[config.mk]
export PLATFORM = sky130hd
export DESIGN_NAME = cur_overlay
export DESIGN_NICKNAME = d
export VERILOG_FILES = /design/src/rtl/cur_ovl_pkg.sv /design/src/rtl/cur_ovl_regs.sv /design/src/rtl/cur_ovl_hit.sv /design/src/rtl/cur_ovl_blend.sv /design/src/rtl/cur_overlay.sv
export SDC_FILE = /design/constraint.sdc
export NUM_CORES = 2
export LEC_CHECK = 0
export CELL_PAD_IN_SITES_DETAIL_PLACEMENT = 1
export CELL_PAD_IN_SITES_GLOBAL_PLACEMENT = 1
export CORE_ASPECT_RATIO = 1.25
export CORE_MARGIN = 4
export CORE_UTILIZATION = 50
export DETAILED_ROUTE_END_ITERATION = 7
export PLACE_DENSITY_LB_ADDON = 0.08
export SETUP_SLACK_MARGIN = 0.05
export SYNTH_ARGS = -nofsm -noshare
export SYNTH_HDL_FRONTEND = slang
export SYNTH_HIERARCHICAL = 1
export SYNTH_SLANG_ARGS = --single-unit
[constraint.sdc]
create_clock -name clk_i -period 6.8 [get_ports clk_i]
set_clock_uncertainty 0.15 [all_clocks]
set_input_delay 0.68 -clock clk_i [delete_from_list [all_inputs] [get_ports clk_i]]
set_output_delay 0.68 -clock clk_i [all_outputs]
set_load 0.02 [all_outputs]
[src/rtl/cur_ovl_pkg.sv]
package cur_ovl_pkg;
  localparam int unsigned DIM      = 32;
  localparam int unsigned ROW_W    = $clog2(DIM);
  localparam int unsigned ADDR_W   = 12;
  localparam int unsigned DATA_W   = 32;
  localparam int unsigned COORD_W  = 16;
  localparam int unsigned BE_W     = DATA_W / 8;

  localparam logic [ADDR_W-1:0]  OFF_MISC  = 12'h818;
  localparam logic [ADDR_W-1:0]  OFF_POS   = 12'h8FC;
  localparam logic [ADDR_W-1:0]  OFF_MASK  = 12'h900;
  localparam logic [ADDR_W-1:0]  OFF_SEL   = 12'h980;
  localparam logic [ADDR_W-1:0]  ROWS_SPAN = ADDR_W'(DIM * 4);
  localparam int unsigned        MISC_SET_BIT = 25;
  localparam logic [COORD_W-1:0] PARK_POS  = 16'hF000;
endpackage

[src/rtl/cur_ovl_regs.sv]
module cur_ovl_regs
  import cur_ovl_pkg::*;
(
  input  logic               clk_i,
  input  logic               rst_ni,
  input  logic               we_i,
  input  logic [BE_W-1:0]    be_i,
  input  logic [ADDR_W-1:0]  addr_i,
  input  logic [DATA_W-1:0]  wdata_i,
  output logic [DATA_W-1:0]  rdata_o,
  output logic [COORD_W-1:0] cur_x_o,
  output logic [COORD_W-1:0] cur_y_o,
  output logic [DATA_W-1:0]  mask_o [DIM],
  output logic [DATA_W-1:0]  sel_o  [DIM]
);
  logic              full_acc;
  logic              wr;
  logic              in_mask, in_sel;
  logic [ADDR_W-1:0] mask_off, sel_off;
  logic [ROW_W-1:0]  mask_row, sel_row;
  logic [DATA_W-1:0] misc_q;

  assign full_acc = &be_i;
  assign wr       = we_i & full_acc;
  assign mask_off = addr_i - OFF_MASK;
  assign sel_off  = addr_i - OFF_SEL;
  assign in_mask  = (addr_i >= OFF_MASK) && (mask_off < ROWS_SPAN);
  assign in_sel   = (addr_i >= OFF_SEL)  && (sel_off  < ROWS_SPAN);
  assign mask_row = mask_off[ROW_W+1:2];
  assign sel_row  = sel_off[ROW_W+1:2];

  always_ff @(posedge clk_i or negedge rst_ni) begin
    if (!rst_ni) begin
      cur_x_o <= PARK_POS;
      cur_y_o <= PARK_POS;
      misc_q  <= '0;
    end else if (wr) begin
      if (addr_i == OFF_POS) begin
        cur_x_o <= wdata_i[DATA_W-1 -: COORD_W];
        cur_y_o <= wdata_i[COORD_W-1:0];
      end
      if (addr_i == OFF_MISC) misc_q <= wdata_i;
    end
  end

  for (genvar r = 0; r < DIM; r++) begin : g_row
    always_ff @(posedge clk_i or negedge rst_ni) begin
      if (!rst_ni) begin
        mask_o[r] <= '0;
        sel_o[r]  <= '0;
      end else if (wr) begin
        if (in_mask && mask_row == ROW_W'(r)) mask_o[r] <= wdata_i;
        if (in_sel  && sel_row  == ROW_W'(r)) sel_o[r]  <= wdata_i;
      end
    end
  end

  always_comb begin
    rdata_o = '0;
    if (full_acc && addr_i == OFF_MISC) begin
      rdata_o = misc_q;
      rdata_o[MISC_SET_BIT] = 1'b1;
    end
  end
endmodule

[src/rtl/cur_ovl_hit.sv]
module cur_ovl_hit
  import cur_ovl_pkg::*;
(
  input  logic [COORD_W-1:0] pix_x_i,
  input  logic [COORD_W-1:0] pix_y_i,
  input  logic [COORD_W-1:0] width_i,
  input  logic [COORD_W-1:0] cur_x_i,
  input  logic [COORD_W-1:0] cur_y_i,
  input  logic [DATA_W-1:0]  mask_i [DIM],
  input  logic [DATA_W-1:0]  sel_i  [DIM],
  output logic               hit_o,
  output logic               pick_b_o
);
  localparam logic [COORD_W:0] SPAN = (COORD_W+1)'(DIM);
  localparam logic [ROW_W-1:0] LAST = ROW_W'(DIM - 1);

  logic [COORD_W:0]  dx, dy;
  logic              in_x, in_y;
  logic [ROW_W-1:0]  row, col;
  logic [DATA_W-1:0] mrow, srow;

  // 17-bit differences: a negative offset sets the top bit and fails the span test
  assign dx   = {1'b0, pix_x_i} - {1'b0, cur_x_i};
  assign dy   = {1'b0, pix_y_i} - {1'b0, cur_y_i};
  assign in_x = (dx < SPAN) && (pix_x_i < width_i);
  assign in_y = (dy < SPAN);
  assign row  = dy[ROW_W-1:0];
  assign col  = LAST - dx[ROW_W-1:0];
  assign mrow = mask_i[row];
  assign srow = sel_i[row];

  assign hit_o    = in_x & in_y & mrow[col];
  assign pick_b_o = srow[col];
endmodule

[src/rtl/cur_ovl_blend.sv]
module cur_ovl_blend
  import cur_ovl_pkg::*;
#(
  parameter int unsigned COLOR_W = 24
) (
  input  logic               clk_i,
  input  logic               rst_ni,
  input  logic               valid_i,
  input  logic [COORD_W-1:0] x_i,
  input  logic [COORD_W-1:0] y_i,
  input  logic [COLOR_W-1:0] color_i,
  input  logic [COLOR_W-1:0] ovl_a_i,
  input  logic [COLOR_W-1:0] ovl_b_i,
  input  logic               hit_i,
  input  logic               pick_b_i,
  output logic               valid_o,
  output logic [COORD_W-1:0] x_o,
  output logic [COORD_W-1:0] y_o,
  output logic [COLOR_W-1:0] color_o
);
  logic [COLOR_W-1:0] mixed;

  always_comb begin
    mixed = color_i;
    if (hit_i) mixed = pick_b_i ? ovl_b_i : ovl_a_i;
  end

  always_ff @(posedge clk_i or negedge rst_ni) begin
    if (!rst_ni) begin
      valid_o <= 1'b0;
      x_o     <= '0;
      y_o     <= '0;
      color_o <= '0;
    end else begin
      valid_o <= valid_i;
      x_o     <= x_i;
      y_o     <= y_i;
      color_o <= mixed;
    end
  end
endmodule

[src/rtl/cur_overlay.sv]
module cur_overlay
  import cur_ovl_pkg::*;
#(
  parameter int unsigned COLOR_W = 24
) (
  input  logic               clk_i,
  input  logic               rst_ni,
  input  logic               reg_we_i,
  input  logic [3:0]         reg_be_i,
  input  logic [11:0]        reg_addr_i,
  input  logic [31:0]        reg_wdata_i,
  output logic [31:0]        reg_rdata_o,
  input  logic [15:0]        disp_width_i,
  input  logic [COLOR_W-1:0] ovl_a_i,
  input  logic [COLOR_W-1:0] ovl_b_i,
  input  logic               pix_valid_i,
  input  logic [15:0]        pix_x_i,
  input  logic [15:0]        pix_y_i,
  input  logic [COLOR_W-1:0] pix_color_i,
  output logic               pix_valid_o,
  output logic [15:0]        pix_x_o,
  output logic [15:0]        pix_y_o,
  output logic [COLOR_W-1:0] pix_color_o
);
  logic [COORD_W-1:0] cur_x, cur_y;
  logic [DATA_W-1:0]  mask [DIM];
  logic [DATA_W-1:0]  sel  [DIM];
  logic               hit, pick_b;

  cur_ovl_regs u_regs (
    .clk_i   (clk_i),
    .rst_ni  (rst_ni),
    .we_i    (reg_we_i),
    .be_i    (reg_be_i),
    .addr_i  (reg_addr_i),
    .wdata_i (reg_wdata_i),
    .rdata_o (reg_rdata_o),
    .cur_x_o (cur_x),
    .cur_y_o (cur_y),
    .mask_o  (mask),
    .sel_o   (sel)
  );

  cur_ovl_hit u_hit (
    .pix_x_i  (pix_x_i),
    .pix_y_i  (pix_y_i),
    .width_i  (disp_width_i),
    .cur_x_i  (cur_x),
    .cur_y_i  (cur_y),
    .mask_i   (mask),
    .sel_i    (sel),
    .hit_o    (hit),
    .pick_b_o (pick_b)
  );

  cur_ovl_blend #(.COLOR_W(COLOR_W)) u_blend (
    .clk_i    (clk_i),
    .rst_ni   (rst_ni),
    .valid_i  (pix_valid_i),
    .x_i      (pix_x_i),
    .y_i      (pix_y_i),
    .color_i  (pix_color_i),
    .ovl_a_i  (ovl_a_i),
    .ovl_b_i  (ovl_b_i),
    .hit_i    (hit),
    .pick_b_i (pick_b),
    .valid_o  (pix_valid_o),
    .x_o      (pix_x_o),
    .y_o      (pix_y_o),
    .color_o  (pix_color_o)
  );
endmodule

After elaboration in Yosys (flattened, before gate mapping):

Cells that the tools add are included.

* register bits: 2169
* output and inout bits: 89

* $add $sub $neg: 5
* order comparisons: 9
* eq/ne operators: 64
* muxes and demuxes: 13
* bitwise operators: 4
* reduce and logical (&&, ||, !) cells: 137

Operators by type and width (count)
* 32-bit binary-select mux with 5-bit select: 2
* 5-bit == test (second input constant): 32
* 32-bit two-way mux: 5
* 2-bit AND reduction: 66
* 5-bit by 4-bit == test with 1-bit output (second input constant): 16
* 1-bit logical AND: 68
* 24-bit two-way mux: 2
* 5-bit by 3-bit == test with 1-bit output (second input constant): 8
* 17-bit by 6-bit less-than comparator with 1-bit output (second input constant): 2
* 16-bit by 16-bit subtractor with 17-bit output: 2
* 12-bit == test (second input constant): 2
* 12-bit greater-or-equal comparator (second input constant): 2
* 12-bit by 8-bit less-than comparator with 1-bit output (second input constant): 2
* 12-bit subtractor (second input constant): 2
* 5-bit by 2-bit == test with 1-bit output (second input constant): 4
* 16-bit less-than comparator: 1
* 1-bit binary-select mux with 5-bit select: 2
* 5-bit by 1-bit == test with 1-bit output (second input constant): 2
* 5-bit logical NOT: 2
* 6-bit greater-or-equal comparator (second input constant): 1
* 5-bit by 6-bit less-than comparator with 1-bit output (second input constant): 1
* 5-bit NOT with 6-bit output: 1
* 5-bit subtractor (first input constant): 1
* 4-bit AND reduction: 1
* other kinds (2): 5

Logic depth before layout (Yosys ltp):

* depth after elaboration: 9
* mapped depth: 22
* mapped depth without buffers: 16

By module:

Netlist, hierarchy kept.

Modules (own cells, without submodules)
* cur_ovl_regs: times used 1, cells each 4817, area an instance 79427.4 um^2
* cur_ovl_hit: times used 1, cells each 1322, area an instance 18428.9 um^2
* cur_ovl_blend: times used 1, cells each 137, area an instance 1950.6 um^2

Worst setup path after synthesis:

No wires, ideal clock.

* path kind: input to register
* from: input port pix_y_i[0]
* to: register u_blend.color_o[10]
* library setup time: 0.126 ns
* arrival time: 4.514 ns
* required time: 6.524 ns
* path slack: 2.010 ns
* stages on the path: 20
* buffers on the path: 7
* cell sequence: inv_1 -> ha_1 -> fa_1 -> buf_2 -> buf_2 -> buf_4 -> clkbuf_1 -> clkbuf_1 -> mux4_2 -> mux4_2 -> a22oi_1 -> nand3_1 -> o21ai_0 -> nand2_1 -> o211ai_1 -> a31oi_1 -> buf_6 -> buf_12 -> mux2i_1 -> a21oi_1

* word-level cells in the longest chain between the ends: 9

RTL lines
* from (decl): line cur_overlay.sv:18 `input logic [15:0] pix_y_i,`
* 16-bit by 16-bit subtractor with 17-bit output: line cur_ovl_hit.sv:24 `assign dy = {1'b0, pix_y_i} - {1'b0, cur_y_i};`
* 5-bit NOT with 6-bit output (implied by the code): line cur_ovl_hit.sv:30 `assign srow = sel_i[row];`
* 32-bit binary-select mux with 5-bit select: line cur_ovl_hit.sv:30
* 32-bit two-way mux (implied by the code) (2 in series): line cur_ovl_hit.sv:30
* 1-bit binary-select mux with 5-bit select: line cur_ovl_hit.sv:33 `assign pick_b_o = srow[col];`
* 1-bit two-way mux (implied by the code): line cur_ovl_hit.sv:33
* net pick_b: line cur_overlay.sv:28 `logic hit, pick_b;`
* 24-bit two-way mux (2 in series): line cur_ovl_blend.sv:25 `if (hit_i) mixed = pick_b_i ? ovl_b_i : ovl_a_i;`
* net u_blend.mixed[10]: line cur_ovl_blend.sv:21 `logic [COLOR_W-1:0] mixed;`
* to (signal assigned): line cur_ovl_blend.sv:38 `color_o <= mixed;`
* to (decl): line cur_ovl_blend.sv:19 `output logic [COLOR_W-1:0] color_o`

The timed path passes the listed nets, and every way through them passes these cells. The select of a mux whose other input is x is not followed.
A chain may end at the register's enable or synchronous reset.

Worst setup path after layout:

* from: register u_regs.cur_y_o[2]
* to: register u_blend.color_o[14]

* word-level cells in the longest chain between the ends: 9

RTL lines
* from (decl): line cur_ovl_regs.sv:12 `output logic [COORD_W-1:0] cur_y_o,`
* from (signal assigned): line cur_ovl_regs.sv:40 `cur_y_o <= wdata_i[COORD_W-1:0];`
* 16-bit by 16-bit subtractor with 17-bit output *: line cur_ovl_hit.sv:24
* 5-bit NOT with 6-bit output (implied by the code): line cur_ovl_hit.sv:29 `assign mrow = mask_i[row];`
* 32-bit binary-select mux with 5-bit select: line cur_ovl_hit.sv:29
* 32-bit two-way mux (implied by the code) (2 in series): line cur_ovl_hit.sv:29
* 1-bit binary-select mux with 5-bit select: line cur_ovl_hit.sv:32 `assign hit_o = in_x & in_y & mrow[col];`
* 1-bit two-way mux (implied by the code): line cur_ovl_hit.sv:32
* 1-bit bitwise AND *: line cur_ovl_hit.sv:32
* net hit: line cur_overlay.sv:28
* 24-bit two-way mux *: line cur_ovl_blend.sv:25
* net u_blend.mixed[14]: line cur_ovl_blend.sv:21

The timed path passes the listed nets; every way through them passes the cells marked *. The select of a mux whose other input is x is not followed.

==> flow_summary_export.csv <==
group,metric,value,unit
min_path,min_path_cells,1,
global_routing,first_global_vias,63471,
yosys,synth_mux_area_frac,0.3844,
place,dp_hpwl,183100,µm
sta,setup_viol,0,
die,dieArea,206900,µm²
global_routing,grt_max_degree,183,
yosys,synth_area_per_cell,15.90,µm²
pwr,cellPowerDensity,240.4,nW/µm²
sta,worstMarginPinSlew,1.308,ns
sta,hold_viol,0,
pwr,combPwrFrac,0.060,
place,io_buffers,260,
die,coreArea,198700,µm²
yosys,synth-simple-area-share,0.02020,
cells_and_area,fin_util,0.5688,
clock_tree,clockRootBuffer,"clkbuf_16",
setup_path,max_stage_delay,0.99,ns
pwr,seqPwrFrac,0.476,
pwr,p_sw,6432,µW
clock_tree,post_cts_buffers,0,
cells_and_area,layout.nets,6622,
die,die-width,407.6,µm
global_routing,grt_pass1_wl,447700,µm
setup_path,crit_chain,"inv_1 -> ha_1 -> nand2b_1 -> a21oi_2 -> buf_4 -> xnor2_4 -> mux4_2 -> o22ai_1 -> a211o_1 -> a31oi_1 -> a2111oi_0 -> buf_4 -> or3_1 -> nor4_2 -> buf_12 -> nor2_1 -> a21oi_1",
route,ant_nets,0,
cells_and_area,multiInputGateArea,42810,µm²
yosys,netlist_instances,6276,
min_path,holdPathEnd,"u_blend/valid_o",
clock_tree,cts-resized-gates,0,
setup_path,arrival,6.36,ns
yosys,postSynth.asyncResetShare,1.000,
global_routing,grt_antenna_before_repair,15,
sta,max_freq,174.6,MHz
clock_tree,ctsHoldBuffers,1,
route,drc,0,
sta,period_needed,5.726,ns
die,ios,261,
route,firstDrtPassIters,5,
route,vias,57629,
setup_path,cp.required,7.43,ns
cells_and_area,mostFrequentLayoutCells,"dfrtp_1 (2160), mux2_2 (2076), mux4_2 (630), clkdlybuf4s50_1 (227), clkbuf_16 (220)",
yosys,yosysSeqAreaShare,0.5437,
pwr,p_int,20740,µW
place,routabilityCongestion,0.8250,
clock_tree,cts_buffers,217,
setup_path,cpMostUsedCell,"buf_4",
clock_tree,tritoncts,"done",
outcome,run_status,"complete, no violations",
sta,slew_viol_final,0,
setup_path,r2r_setup_slack,1.07,ns
sta,relSlewSlack,0.1282,
flow_run,max_cap_violations,0,
pwr,max-vdd-ir-drop,0.2798,mV
clock_tree,cts-htree-levels,4,
setup_path,cp_max_fo,26,
yosys,syn_nets,6499,
setup_path,r2r-end,"u_blend/color_o[14]",
cells_and_area,layout_commonest_cell,"dfrtp_1",
yosys,synth_top_family_by_area,"multiplexers",
yosys,synth_edf_count,0,
sta,tns,0,ns
cells_and_area,fillers,17880,
yosys,yosys_warnings,6,
setup_path,path_class,"flop to flop",
setup_path,end_kind,"flop",
route,viasPerCell,6.274,
route,routed_wl,302000,µm
die,core.rowCount,183,
clock_tree,numClockSinks,2168,
setup_path,reg2reg_from,"u_regs/cur_y_o[2]",
clock_tree,cts_max_path_buffers,3,
sta,rsz0062_at_grt,"no",
yosys,synth_xor_area_frac,0.001830,
yosys,synth-compound-area-share,0.01214,
global_routing,track_usage,0.2941,
die,initial_core_util,0.5022,
clock_tree,clk_pin_slew,0.06,ns
pwr,p_clk_frac,0.463,
yosys,ys_ff_latch,2168,
cells_and_area,area_delta_synth_final,13.26,%
global_routing,grt_overflow_total,0,
setup_path,cp-start-kind,"flop",
pwr,power.share.switching,0.2367,
setup_path,r2r_cells,17,
min_path,hold_path_class,"primary input to flop",
cells_and_area,regArea,54260,µm²
die,die_h,507.5,µm
route,wl_per_cell,32.88,µm
route,initialDrtViolationCount,4366,
pwr,power_leakage,0.05453,µW
yosys,ys_types,73,
yosys,synthAdderAreaFrac,0.006544,
yosys,synthFlopType,"dfrtp_1",
min_path,hp-start,"pix_valid_i",
cells_and_area,drive_above_1_share,0.5212,
setup_path,cpMaxStageDelayCell,"xnor2_4",
sta,fin_crit_sh,0.8421,
yosys,syn-cell-area,99810,µm²
clock_tree,clk_latency,0.88,ns
-- power groups by stage --
stage,logic [µW],registers (µW),clock network (µW)
after global routing,1760,12900,13400
after detailed placement,1660,13200,0
final,1640,12900,12600
after CTS,1670,12900,12900
after floorplan,751,13200,0
after global placement,1640,13200,0
-- cells in the mapped netlist, types with 5 or more instances --
master	count	area, µm²
clkbuf_1	399	1498
o21ai_0	32	160.2
mux4_2	630	14190
ha_1	49	613.1
mux2i_1	37	370.4
a21oi_1	45	225.2
nor2b_1	14	87.58
mux2_2	2076	23380
nor3_1	21	105.1
nor2_2	6	37.54
nand2b_1	13	81.33
and3_1	6	37.54
dfstp_2	8	210.2
nor2_1	80	300.3
a31oi_1	28	175.2
a2111oi_0	6	52.55
xnor2_1	10	87.58
buf_6	36	405.4
a211oi_1	5	37.54
buf_2	81	405.4
mux2_1	36	405.4
buf_4	47	352.8
nand2_1	111	416.7
dfrtp_1	2160	54050
inv_1	62	232.7
xor2_1	9	78.83
and2_1	35	219.0
nand4_1	36	225.2
nand3_1	32	160.2
a21o_1	11	82.58
a22oi_1	9	67.56
o21bai_1	5	37.54
nor4_1	15	93.84
o22ai_1	6	37.54
buf_1	48	180.2
-- state kept, by name, summed over array words and instances, names as in the netlist --
name	cells
u_blend/color_o	24
u_blend/valid_o	1
u_blend/x_o	16
u_blend/y_o	16
u_regs/cur_x_o	16
u_regs/cur_y_o	16
u_regs/mask_o	1024
u_regs/misc_q	31
u_regs/sel_o	1024
-- final cells by class --
cell class | instances | share of cell area
clock buffer | 315 | 0.05628
tap | 2590 | 0.02867
sequential | 2168 | 0.4800
antenna | 6 | 0.0001328
clock inverter | 95 | 0.01027
inverter | 62 | 0.002059
multi-input combinational | 3433 | 0.3787
timing repair buffer | 517 | 0.04383
-- cell families after synthesis --
family | count (synthesis)
AO/OA/AOI/OAI | 187
adder cells (fa/ha/maj) | 51
flip-flops | 2168
AND/OR/NAND/NOR | 395
XOR/XNOR | 20
buffers and inverters | 675
multiplexers | 2780
-- routing by layer --
layer | GRT usage | share of wire | vias to the layer above
met2 | 0.5024 | 0.50 | 1410
met4 | 0.09667 | 0.035 | 14
met3 | 0.04437 | 0.049 | 519
li1 | - | - | 23592
met5 | 0 | 0.00031 | -
met1 | 0.3893 | 0.41 | 32094
-- stage by stage --
step | total power, µW | instances | hold WS [ns] | worst slack, ns | instance area (µm²)
finish | 27180 | 9186 | 0.1156 | 1.074 | 113000
global route | 28130 | 9181 | 0.06807 | 1.011 | 113000
CTS | 27460 | 9180 | 0.03657 | 1.152 | 113000
detailed placement | 14840 | 8769 | 0.3196 | 0.3481 | 105500
global placement | 14820 | 8769 | 0.3131 | 0.4209 | 105500
floorplan | 13960 | 6276 | 0.2344 | 2.011 | 99810
-- critical path, delay by kind of cell (launching register included) --
family,cells,cell delay (ns)
buffers and inverters,4,0.73
and+or+nand+nor,4,1.39
muxes,1,0.39
AOI/OAI and AO/OA,6,1.17
xor gates and xnor gates,1,0.99
adders and majority gates,1,0.38
DFF,1,0.38
-- worst max-delay path by stage --
stage	endpoint	from	depth (start not counted)	slack, ns
global route	u_blend/color_o[11]	u_regs/cur_x_o[0]	17	1.01
detailed placement	u_blend/color_o[5]	pix_y_i[0]	19	0.35
CTS	u_blend/color_o[7]	u_regs/cur_y_o[2]	17	1.15
global placement	u_blend/color_o[8]	pix_y_i[0]	18	0.42
floorplan	u_blend/color_o[10]	pix_y_i[0]	20	2.01
finish	u_blend/color_o[14]	u_regs/cur_y_o[2]	17	1.07
(Power assumes the default switching activity.)
